<file path="config.mk">
export PLATFORM = sky130hd
export DESIGN_NAME = store_drain_buffer
export DESIGN_NICKNAME = d
export VERILOG_FILES = /design/src/rtl/sdb_pkg.sv /design/src/rtl/sdb_store.sv /design/src/rtl/sdb_match.sv /design/src/rtl/sdb_drain.sv /design/src/rtl/store_drain_buffer.sv
export SDC_FILE = /design/constraint.sdc
export NUM_CORES = 1
export LEC_CHECK = 0
export BUFFER_PORTS_ARGS = -buffer_cell sky130_fd_sc_hd__buf_2
export CORE_ASPECT_RATIO = 1.75
export CORE_UTILIZATION = 40
export DETAILED_ROUTE_END_ITERATION = 7
export SLEW_MARGIN = 20
export SYNTH_ARGS = -nofsm -noshare
export SYNTH_HDL_FRONTEND = slang
export SYNTH_SLANG_ARGS = --single-unit
</file>
<file path="constraint.sdc">
create_clock -name clk_i -period 4.3 [get_ports clk_i]
set_clock_uncertainty 0.1 [all_clocks]
set_input_delay 0 -clock clk_i [delete_from_list [all_inputs] [get_ports clk_i]]
set_output_delay 0 -clock clk_i [all_outputs]
set_load 0.01 [all_outputs]
</file>
<file path="src/rtl/sdb_pkg.sv">
package sdb_pkg;
   localparam int unsigned SDB_AW_DEF    = 32;
   localparam int unsigned SDB_DW_DEF    = 32;
   localparam int unsigned SDB_DEPTH_DEF = 4;

   function automatic bit sdb_is_pow2(input int unsigned v);
      return (v >= 2) && ((v & (v - 1)) == 0);
   endfunction
endpackage

</file>
<file path="src/rtl/sdb_store.sv">
module sdb_store
   import sdb_pkg::*;
#(
   parameter int unsigned AW    = SDB_AW_DEF,
   parameter int unsigned DW    = SDB_DW_DEF,
   parameter int unsigned DEPTH = SDB_DEPTH_DEF,
   localparam int unsigned PW   = $clog2(DEPTH),
   localparam int unsigned CW   = PW + 1
) (
   input  logic                clk_i,
   input  logic                rst_ni,
   input  logic                push_i,
   input  logic [AW-1:0]       push_addr_i,
   input  logic [DW-1:0]       push_data_i,
   input  logic                pop_i,
   output logic [AW-1:0]       head_addr_o,
   output logic [DW-1:0]       head_data_o,
   output logic [PW-1:0]       rd_ptr_o,
   output logic [CW-1:0]       count_o,
   output logic [DEPTH*AW-1:0] addr_flat_o,
   output logic [DEPTH*DW-1:0] data_flat_o
);
   if (!sdb_is_pow2(DEPTH)) begin : g_bad_depth
      $error("sdb_store: DEPTH must be a power of two, at least 2");
   end

   logic [AW-1:0] addr_q [DEPTH];
   logic [DW-1:0] data_q [DEPTH];
   logic [PW-1:0] wr_ptr_q, rd_ptr_q;
   logic [CW-1:0] count_q;

   always_ff @(posedge clk_i) begin
      if (push_i) begin
         addr_q[wr_ptr_q] <= push_addr_i;
         data_q[wr_ptr_q] <= push_data_i;
      end
   end

   always_ff @(posedge clk_i or negedge rst_ni) begin
      if (!rst_ni) begin
         wr_ptr_q <= '0;
         rd_ptr_q <= '0;
         count_q  <= '0;
      end else begin
         if (push_i) wr_ptr_q <= wr_ptr_q + 1'b1;
         if (pop_i)  rd_ptr_q <= rd_ptr_q + 1'b1;
         case ({push_i, pop_i})
            2'b10:   count_q <= count_q + 1'b1;
            2'b01:   count_q <= count_q - 1'b1;
            default: count_q <= count_q;
         endcase
      end
   end

   for (genvar g = 0; g < DEPTH; g++) begin : g_flat
      assign addr_flat_o[g*AW +: AW] = addr_q[g];
      assign data_flat_o[g*DW +: DW] = data_q[g];
   end

   assign head_addr_o = addr_q[rd_ptr_q];
   assign head_data_o = data_q[rd_ptr_q];
   assign rd_ptr_o    = rd_ptr_q;
   assign count_o     = count_q;

   AST_NO_OVERFLOW: assert property (@(posedge clk_i) disable iff (!rst_ni)
      count_q <= CW'(DEPTH));
   AST_PUSH_POP_COUNT: assert property (@(posedge clk_i) disable iff (!rst_ni)
      (push_i && pop_i) |=> $stable(count_q));
   AST_PUSH_GROWS: assert property (@(posedge clk_i) disable iff (!rst_ni)
      (push_i && !pop_i) |=> (count_q != '0));
endmodule

</file>
<file path="src/rtl/sdb_match.sv">
module sdb_match
   import sdb_pkg::*;
#(
   parameter int unsigned AW    = SDB_AW_DEF,
   parameter int unsigned DW    = SDB_DW_DEF,
   parameter int unsigned DEPTH = SDB_DEPTH_DEF,
   localparam int unsigned PW   = $clog2(DEPTH),
   localparam int unsigned CW   = PW + 1
) (
   input  logic                clk_i,
   input  logic                rst_ni,
   input  logic [AW-1:0]       ld_addr_i,
   input  logic [PW-1:0]       rd_ptr_i,
   input  logic [CW-1:0]       count_i,
   input  logic [DEPTH*AW-1:0] addr_flat_i,
   input  logic [DEPTH*DW-1:0] data_flat_i,
   output logic                hit_o,
   output logic [DW-1:0]       data_o
);
   logic [DEPTH-1:0] eq;

   for (genvar g = 0; g < DEPTH; g++) begin : g_cmp
      assign eq[g] = (addr_flat_i[g*AW +: AW] == ld_addr_i);
   end

   // walk from oldest to youngest; a later match overrides an earlier one
   always_comb begin
      logic [PW-1:0] slot;
      hit_o  = 1'b0;
      data_o = '0;
      for (int k = 0; k < DEPTH; k++) begin
         slot = rd_ptr_i + PW'(k);
         if ((CW'(k) < count_i) && eq[slot]) begin
            hit_o  = 1'b1;
            data_o = data_flat_i[slot*DW +: DW];
         end
      end
   end

   AST_EMPTY_NO_HIT: assert property (@(posedge clk_i) disable iff (!rst_ni)
      (count_i == '0) |-> !hit_o);
endmodule

</file>
<file path="src/rtl/sdb_drain.sv">
module sdb_drain
   import sdb_pkg::*;
#(
   parameter int unsigned AW    = SDB_AW_DEF,
   parameter int unsigned DW    = SDB_DW_DEF,
   parameter int unsigned DEPTH = SDB_DEPTH_DEF,
   localparam int unsigned CW   = $clog2(DEPTH) + 1
) (
   input  logic          clk_i,
   input  logic          rst_ni,
   input  logic [CW-1:0] count_i,
   input  logic [AW-1:0] head_addr_i,
   input  logic [DW-1:0] head_data_i,
   input  logic          mem_ack_i,
   output logic          mem_req_o,
   output logic [AW-1:0] mem_addr_o,
   output logic [DW-1:0] mem_data_o,
   output logic          pop_o
);
   assign mem_req_o  = (count_i != '0);
   assign mem_addr_o = head_addr_i;
   assign mem_data_o = head_data_i;
   assign pop_o      = mem_req_o && mem_ack_i;

   AST_REQ_HOLD: assert property (@(posedge clk_i) disable iff (!rst_ni)
      (mem_req_o && !mem_ack_i) |=> mem_req_o);
   AST_REQ_STABLE: assert property (@(posedge clk_i) disable iff (!rst_ni)
      (mem_req_o && !mem_ack_i) |=> ($stable(mem_addr_o) && $stable(mem_data_o)));
endmodule

</file>
<file path="src/rtl/store_drain_buffer.sv">
module store_drain_buffer
   import sdb_pkg::*;
#(
   parameter int unsigned AW    = SDB_AW_DEF,
   parameter int unsigned DW    = SDB_DW_DEF,
   parameter int unsigned DEPTH = SDB_DEPTH_DEF,
   localparam int unsigned PW   = $clog2(DEPTH),
   localparam int unsigned CW   = PW + 1
) (
   input  logic          clk_i,
   input  logic          rst_ni,
   input  logic          st_valid_i,
   input  logic [AW-1:0] st_addr_i,
   input  logic [DW-1:0] st_data_i,
   output logic          st_stall_o,
   input  logic [AW-1:0] ld_addr_i,
   output logic          ld_hit_o,
   output logic [DW-1:0] ld_data_o,
   output logic          mem_req_o,
   output logic [AW-1:0] mem_addr_o,
   output logic [DW-1:0] mem_data_o,
   input  logic          mem_ack_i,
   output logic          empty_o,
   output logic [CW-1:0] occupancy_o
);
   if (AW < 1 || DW < 1) begin : g_bad_width
      $error("store_drain_buffer: AW and DW must be positive");
   end

   logic                push, pop, full;
   logic [AW-1:0]       head_addr;
   logic [DW-1:0]       head_data;
   logic [PW-1:0]       rd_ptr;
   logic [CW-1:0]       count;
   logic [DEPTH*AW-1:0] addr_flat;
   logic [DEPTH*DW-1:0] data_flat;

   assign full = (count == CW'(DEPTH));
   assign push = st_valid_i && !full;

   sdb_store #(.AW(AW), .DW(DW), .DEPTH(DEPTH)) u_store (
      .clk_i       (clk_i),
      .rst_ni      (rst_ni),
      .push_i      (push),
      .push_addr_i (st_addr_i),
      .push_data_i (st_data_i),
      .pop_i       (pop),
      .head_addr_o (head_addr),
      .head_data_o (head_data),
      .rd_ptr_o    (rd_ptr),
      .count_o     (count),
      .addr_flat_o (addr_flat),
      .data_flat_o (data_flat)
   );

   sdb_match #(.AW(AW), .DW(DW), .DEPTH(DEPTH)) u_match (
      .clk_i       (clk_i),
      .rst_ni      (rst_ni),
      .ld_addr_i   (ld_addr_i),
      .rd_ptr_i    (rd_ptr),
      .count_i     (count),
      .addr_flat_i (addr_flat),
      .data_flat_i (data_flat),
      .hit_o       (ld_hit_o),
      .data_o      (ld_data_o)
   );

   sdb_drain #(.AW(AW), .DW(DW), .DEPTH(DEPTH)) u_drain (
      .clk_i       (clk_i),
      .rst_ni      (rst_ni),
      .count_i     (count),
      .head_addr_i (head_addr),
      .head_data_i (head_data),
      .mem_ack_i   (mem_ack_i),
      .mem_req_o   (mem_req_o),
      .mem_addr_o  (mem_addr_o),
      .mem_data_o  (mem_data_o),
      .pop_o       (pop)
   );

   assign st_stall_o  = full;
   assign empty_o     = (count == '0);
   assign occupancy_o = count;

   AST_STALL_DROPS: assert property (@(posedge clk_i) disable iff (!rst_ni)
      (st_stall_o && !mem_ack_i) |=> $stable(occupancy_o));
   AST_EMPTY_NO_REQ: assert property (@(posedge clk_i) disable iff (!rst_ni)
      empty_o |-> (!mem_req_o && !st_stall_o));
endmodule

</file>
* Yosys cells after proc, flatten, opt, wreduce, memory -nomap -nowiden
Memories as Yosys holds them, arrays and structs flattened.
Index checks and enable logic that the tools add are counted.
** Word-level totals
- Register bits :: 7
- Memory bits (writable) :: 256
- Input bits :: 100
- Output and inout bits :: 103
- Logic and storage cells :: 59
- Memories kept :: 2
** Cells by class
- Add/sub/neg operators :: 6
- $lt $le $gt $ge :: 8
- Eq/ne operators :: 7
- Shifts and indexed selects :: 4
- Muxes and demuxes :: 19
- Reductions and logical operators :: 10
** Memory list
- u_store.addr_q :: depth 4, bits a word 32, rd ports 5, clocked after memory_dff 0, wr ports 1, line sdb_store.sv:27 : logic [AW-1:0] addr_q [DEPTH];
- u_store.data_q :: depth 4, bits a word 32, rd ports 5, clocked after memory_dff 0, wr ports 1, line sdb_store.sv:28 : logic [DW-1:0] data_q [DEPTH];
** Operators with widths (number)
- $shiftx 128x8->32 :: 4
- $eq 32x32->1 :: 4
- $mux 32 :: 4
- $lt 2x3->1 const B :: 4
- $mux 1 :: 10
- $bmux 1 s2 :: 4
- $logic_and 1x1->1 :: 6
- $lt 1x3->1 const A :: 2
- $lt 2x3->1 const A :: 2
- $pmux 3 s2 :: 1
- $add 2x1->2 const B :: 2
- $add 2x2->2 const B :: 2
- $add 3x1->3 const B :: 1
- $eq 3x3->1 const B :: 1
- $logic_not 3->1 :: 1
- $reduce_bool 3->1 :: 1
- $sub 3x1->3 const B :: 1
- $eq 2x1->1 const B :: 1
- $eq 2x2->1 const B :: 1
- $reduce_bool 2->1 :: 1
- $logic_not 1->1 :: 1

* Logic depth before layout (Yosys ltp)
- Word-level depth :: 8
- Mapped depth :: 11
- Depth with buffers taken out :: 9

* Modules after synthesis
A second synthesis with hierarchy kept.
** Unflattened totals
- Cells, all modules :: 1200
- Area, all modules :: 16394.5 um^2
** By module, submodules not included
- sdb_store :: instances 1, cells each 368, area an instance 9618.0 um^2, seq. area each 7862.5 um^2
- sdb_match :: instances 1, cells each 763, area an instance 6256.0 um^2, seq. area each 0.0 um^2
- sdb_drain :: instances 1, cells each 66, area an instance 496.7 um^2, seq. area each 0.0 um^2
- store_drain_buffer :: instances 1, cells each 3, area an instance 23.8 um^2, seq. area each 0.0 um^2

* Worst setup path before layout
Ideal clock, no wire load.
- Kind :: register to register
- Start point :: register u_store.count_q[0] (netlist: u_store.count_o[0])
- End point :: memory u_store.addr_q[0][0] (netlist bit) (enable)
- Library setup time :: 0.429 ns
- Data arrival time :: 2.831 ns
- Required time :: 3.771 ns
- Path slack :: 0.941 ns
- Cell stages (with the launch flop) :: 7
- Path buffers :: 1
- Period minus slack after synthesis :: 3.359 ns
- Cell sequence :: dfrtp_1 inv_1 ha_1 and2_1 nor2b_1 clkbuf_1 and2_1
** Between the ends
- Longest elaborated chain between the ends :: 5
** Ends and longest elaborated chain
- start, declared :: line sdb_store.sv:30 : logic [CW-1:0] count_q;
- start signal, assigned :: line sdb_store.sv:48 : 2'b10: count_q <= count_q + 1'b1;
- start signal, assigned :: line sdb_store.sv:49 : 2'b01: count_q <= count_q - 1'b1;
- start signal, assigned :: line sdb_store.sv:50 : default: count_q <= count_q;
- $eq 3x3->1 :: line store_drain_buffer.sv:38 : assign full = (count == CW'(DEPTH));
- net st_stall_o :: line store_drain_buffer.sv:15 : output logic st_stall_o,
- $logic_not 1->1 :: line store_drain_buffer.sv:39 : assign push = st_valid_i && !full;
- $logic_and 1x1->1 :: line store_drain_buffer.sv:39
- $mux 1 :: line sdb_store.sv:33 : if (push_i) begin
- $mux 1 (not written as such) :: line sdb_store.sv:34 : addr_q[wr_ptr_q] <= push_addr_i;
- end, declared :: line sdb_store.sv:27
The timed path passes the listed nets, and every way through them passes these cells.

==> metrics.txt <==
CTS max path bufs 3; Max Slew Vio Count 0; #FFs+latches synth around 260; Final setup viols 0; initial drt markers 648; vias in the first global route roughly 11000; total number of vias approximately 11000; global placer's final weighted congestion 0.847; port buffer count between 200 and 250; slew margin rel. 0.419; first-pass GRT wire length 64400 um; Post-DP HPWL 28900 um; top cells by area, synth edfxtp_1, xnor2_1, mux2_2, mux4_2, a21oi_1; final wirelength 42700 um; TritonRoute pass-1 iters 5; Die Wd 148 um; min cycle time layout 3.92 ns; Placed Instances 1813; clock network power share 0.216; setup TNS 0 ns; area growth from synthesis to layout 19.7%; Net Sw Frac 0.383; RSZ-0062 raised after global routing false; Overflow after GRT 0; fin worst setup slack ~0.38 ns; Pleak between 6 and 7 nW; height of the die about 260 um; Worst Hold Class in -> reg; Crit path largest cell delay 0.53 ns; Fillers between 3000 and 4000; drc violations 0; Crit-path slowest cell mux4_2; CP Launch Type flip-flop; syn_nets around 1300; fmax ~0.25 GHz; clock latency on the worst-skew pair roughly 0.54 ns; Synth top area share 0.514; Worst Path Required around 4.2 ns; PD cells 600 nW/um^2; EDFF count, synth 256; Final Cycle Share 0.912; Mapped Avg Cell Area roughly 12 um^2; critical path, cell by cell xnor2_1 -> nand4_1 -> nor4_2 -> nand2_1 -> mux4_2 -> o211ai_4 -> buf_4 -> o221a_1 -> a311oi_1 -> buf_2; starting density of the core 0.406; TritonCTS Buffers 26; Placed Instance Area between 15000 and 20000 um^2; Worst IR Drop VDD ~0.41 mV; Core Footprint between 30000 and 40000 um^2; M3 GR Usage 0.0260; measured slew at the worst slew-check pin roughly 0.87 ns; Crit Path Class reg -> out; routed vias/inst between 5 and 6; pre-CTS setup slack 0.859 ns; Logic pwr share 0.437; Sink Count 263; CTS HTree Levels 1; Total GRT Usage 0.223; Worst Path Arrival ~3.8 ns; Crit path buffers/inverters 2; mapped cell area 14900 um^2; worst hold slack 0.112 ns; sequential share of power 0.347; GRT busiest layer met2; CP Max Fanout 32; crit end category output port; post-CTS resize count 0; cells after synthesis approximately 1200; count leader, synth edfxtp_1; Async SR Flop Fraction 0.0266; CTS tree yes; Syn. warnings 0; Post-synth top cells edfxtp_1, xnor2_1, mux2_2; GRT met2 Usage 0.435; pin count of the biggest net entering global routing 94; status complete, no violations; io pins 203; final instance area about 18000 um^2; Power Internal between 6 and 7 mW; Fin. Hold Viols 0; cell taking the most area after synthesis edfxtp_1; clk slew on worst S/H paths roughly 0.07 ns; initial antenna violation count 2; Layout Nets between 1500 and 2000; net load switching power 4.11 mW; drt wl/cell 22.1 um; predominant post-synthesis flop cell edfxtp_1; share of post-route cells with drive strength above 1 0.286; Layout Cells excl Fill slightly below 2000; final core occ 0.486; Root Driver clkbuf_16; library cells used by synthesis 45; total power 10.7 mW; post-route ant nets 0; Row Count 93; Max Cap Viol 0; die area 38200 um^2; post-synthesis sequential area ratio 0.526; largest delay contributor family on the critical path simple AND/OR/NAND/NOR gates; M1 GR Usage 0.244
## power groups by stage
| stage | Sequential, mW | Clock (mW) | Combinational, mW |
|---|---|---|---|
| after global routing | 3.78 | 2.45 | 5.11 |
| after CTS | 3.72 | 2.37 | 4.74 |
| after detailed placement | 3.78 | 0 | 4.65 |
| after floorplan | 3.65 | 0 | 3.28 |
| final | 3.72 | 2.32 | 4.69 |
| after global placement | 3.75 | 0 | 4.64 |
## cells in the final DEF (no fill, tap or decap), types with 4 or more instances in the layout
cell type	instances
xnor2_1	134
nor4_2	8
nor2_1	70
clkinv_2	7
o21a_1	29
ha_1	9
inv_1	39
buf_2	202
dfrtp_1	5
nand3_1	5
edfxtp_1	256
nand2_1	72
a22oi_1	29
nand4_1	35
clkbuf_1	4
o221ai_1	28
clkbuf_16	27
clkinv_1	5
buf_12	5
mux4_2	34
mux2_2	96
o2bb2ai_1	29
mux2i_1	33
and2_4	4
o21ai_0	64
and2_1	8
dlygate4sd3_1	68
a21oi_1	66
o22ai_1	29
buf_4	17
## final cells by class
type                            instances  area, um^2  share of cell area
Tap cell                              475         594              0.0332
Antenna cell                            2        5.00            0.000280
Timing Repair Buffer                  292        1920               0.107
Clock buffer                           31         691              0.0386
Multi-Input combinational cell        810        6490               0.363
Sequential cell                       263        7870               0.440
Inverter                               41         154             0.00861
Clock inverter                         16         159             0.00889
## registers in the layout, summed over array words and instances (netlist names)
signal            count
u_store.count_o       3
u_store.data_q      128
u_store.rd_ptr_o      2
u_store.addr_q      128
u_store.wr_ptr_q      2
## routing by layer
metal / share of wire / wire, um / up-vias
met1: 0.36 / 15500 / 5294
met2: 0.56 / 24100 / 338
met5: 0 / 0 / -
met3: 0.046 / 1960 / 64
li1: - / - / 5047
met4: 0.026 / 1110 / 0
## worst paths after layout
path                                             from                    end  slack [ns]  cells past startpoint
worst max-delay path            u_store.addr_q[0][28]          ld_data_o[17]        0.38                     10
worst min-delay path                    st_addr_i[15]  u_store.addr_q[2][15]        0.11                      2
worst max register to register     u_store.count_o[0]   u_store.addr_q[3][4]        1.41                      6
worst min register to register     u_store.count_o[0]     u_store.count_o[0]        0.50                      1
max in group asynchronous                      rst_ni    u_store.rd_ptr_o[0]        3.44                      3
min in group asynchronous                      rst_ni    u_store.wr_ptr_q[0]        0.35                      3
## cells by family (layout without fill, tap and decap cells)
group,after synthesis,count (layout),synth area share
buffers and inverters,156,380,0.0430
adder cells (fa/ha/maj),9,9,0.00754
multiplexers,163,163,0.146
flip-flops,263,263,0.526
XOR/XNOR,134,134,0.0785
AND/OR/NAND/NOR,210,210,0.0678
other,0,2,0
AO/OA/AOI/OAI,294,294,0.131
## what timing repair did
item                                   in CTS  in global routing
buffers inserted                            0                  0
endpoints found under the hold margin     267                  0
hold buffers                               68                  0
Power figures use the tool's default switching activity.
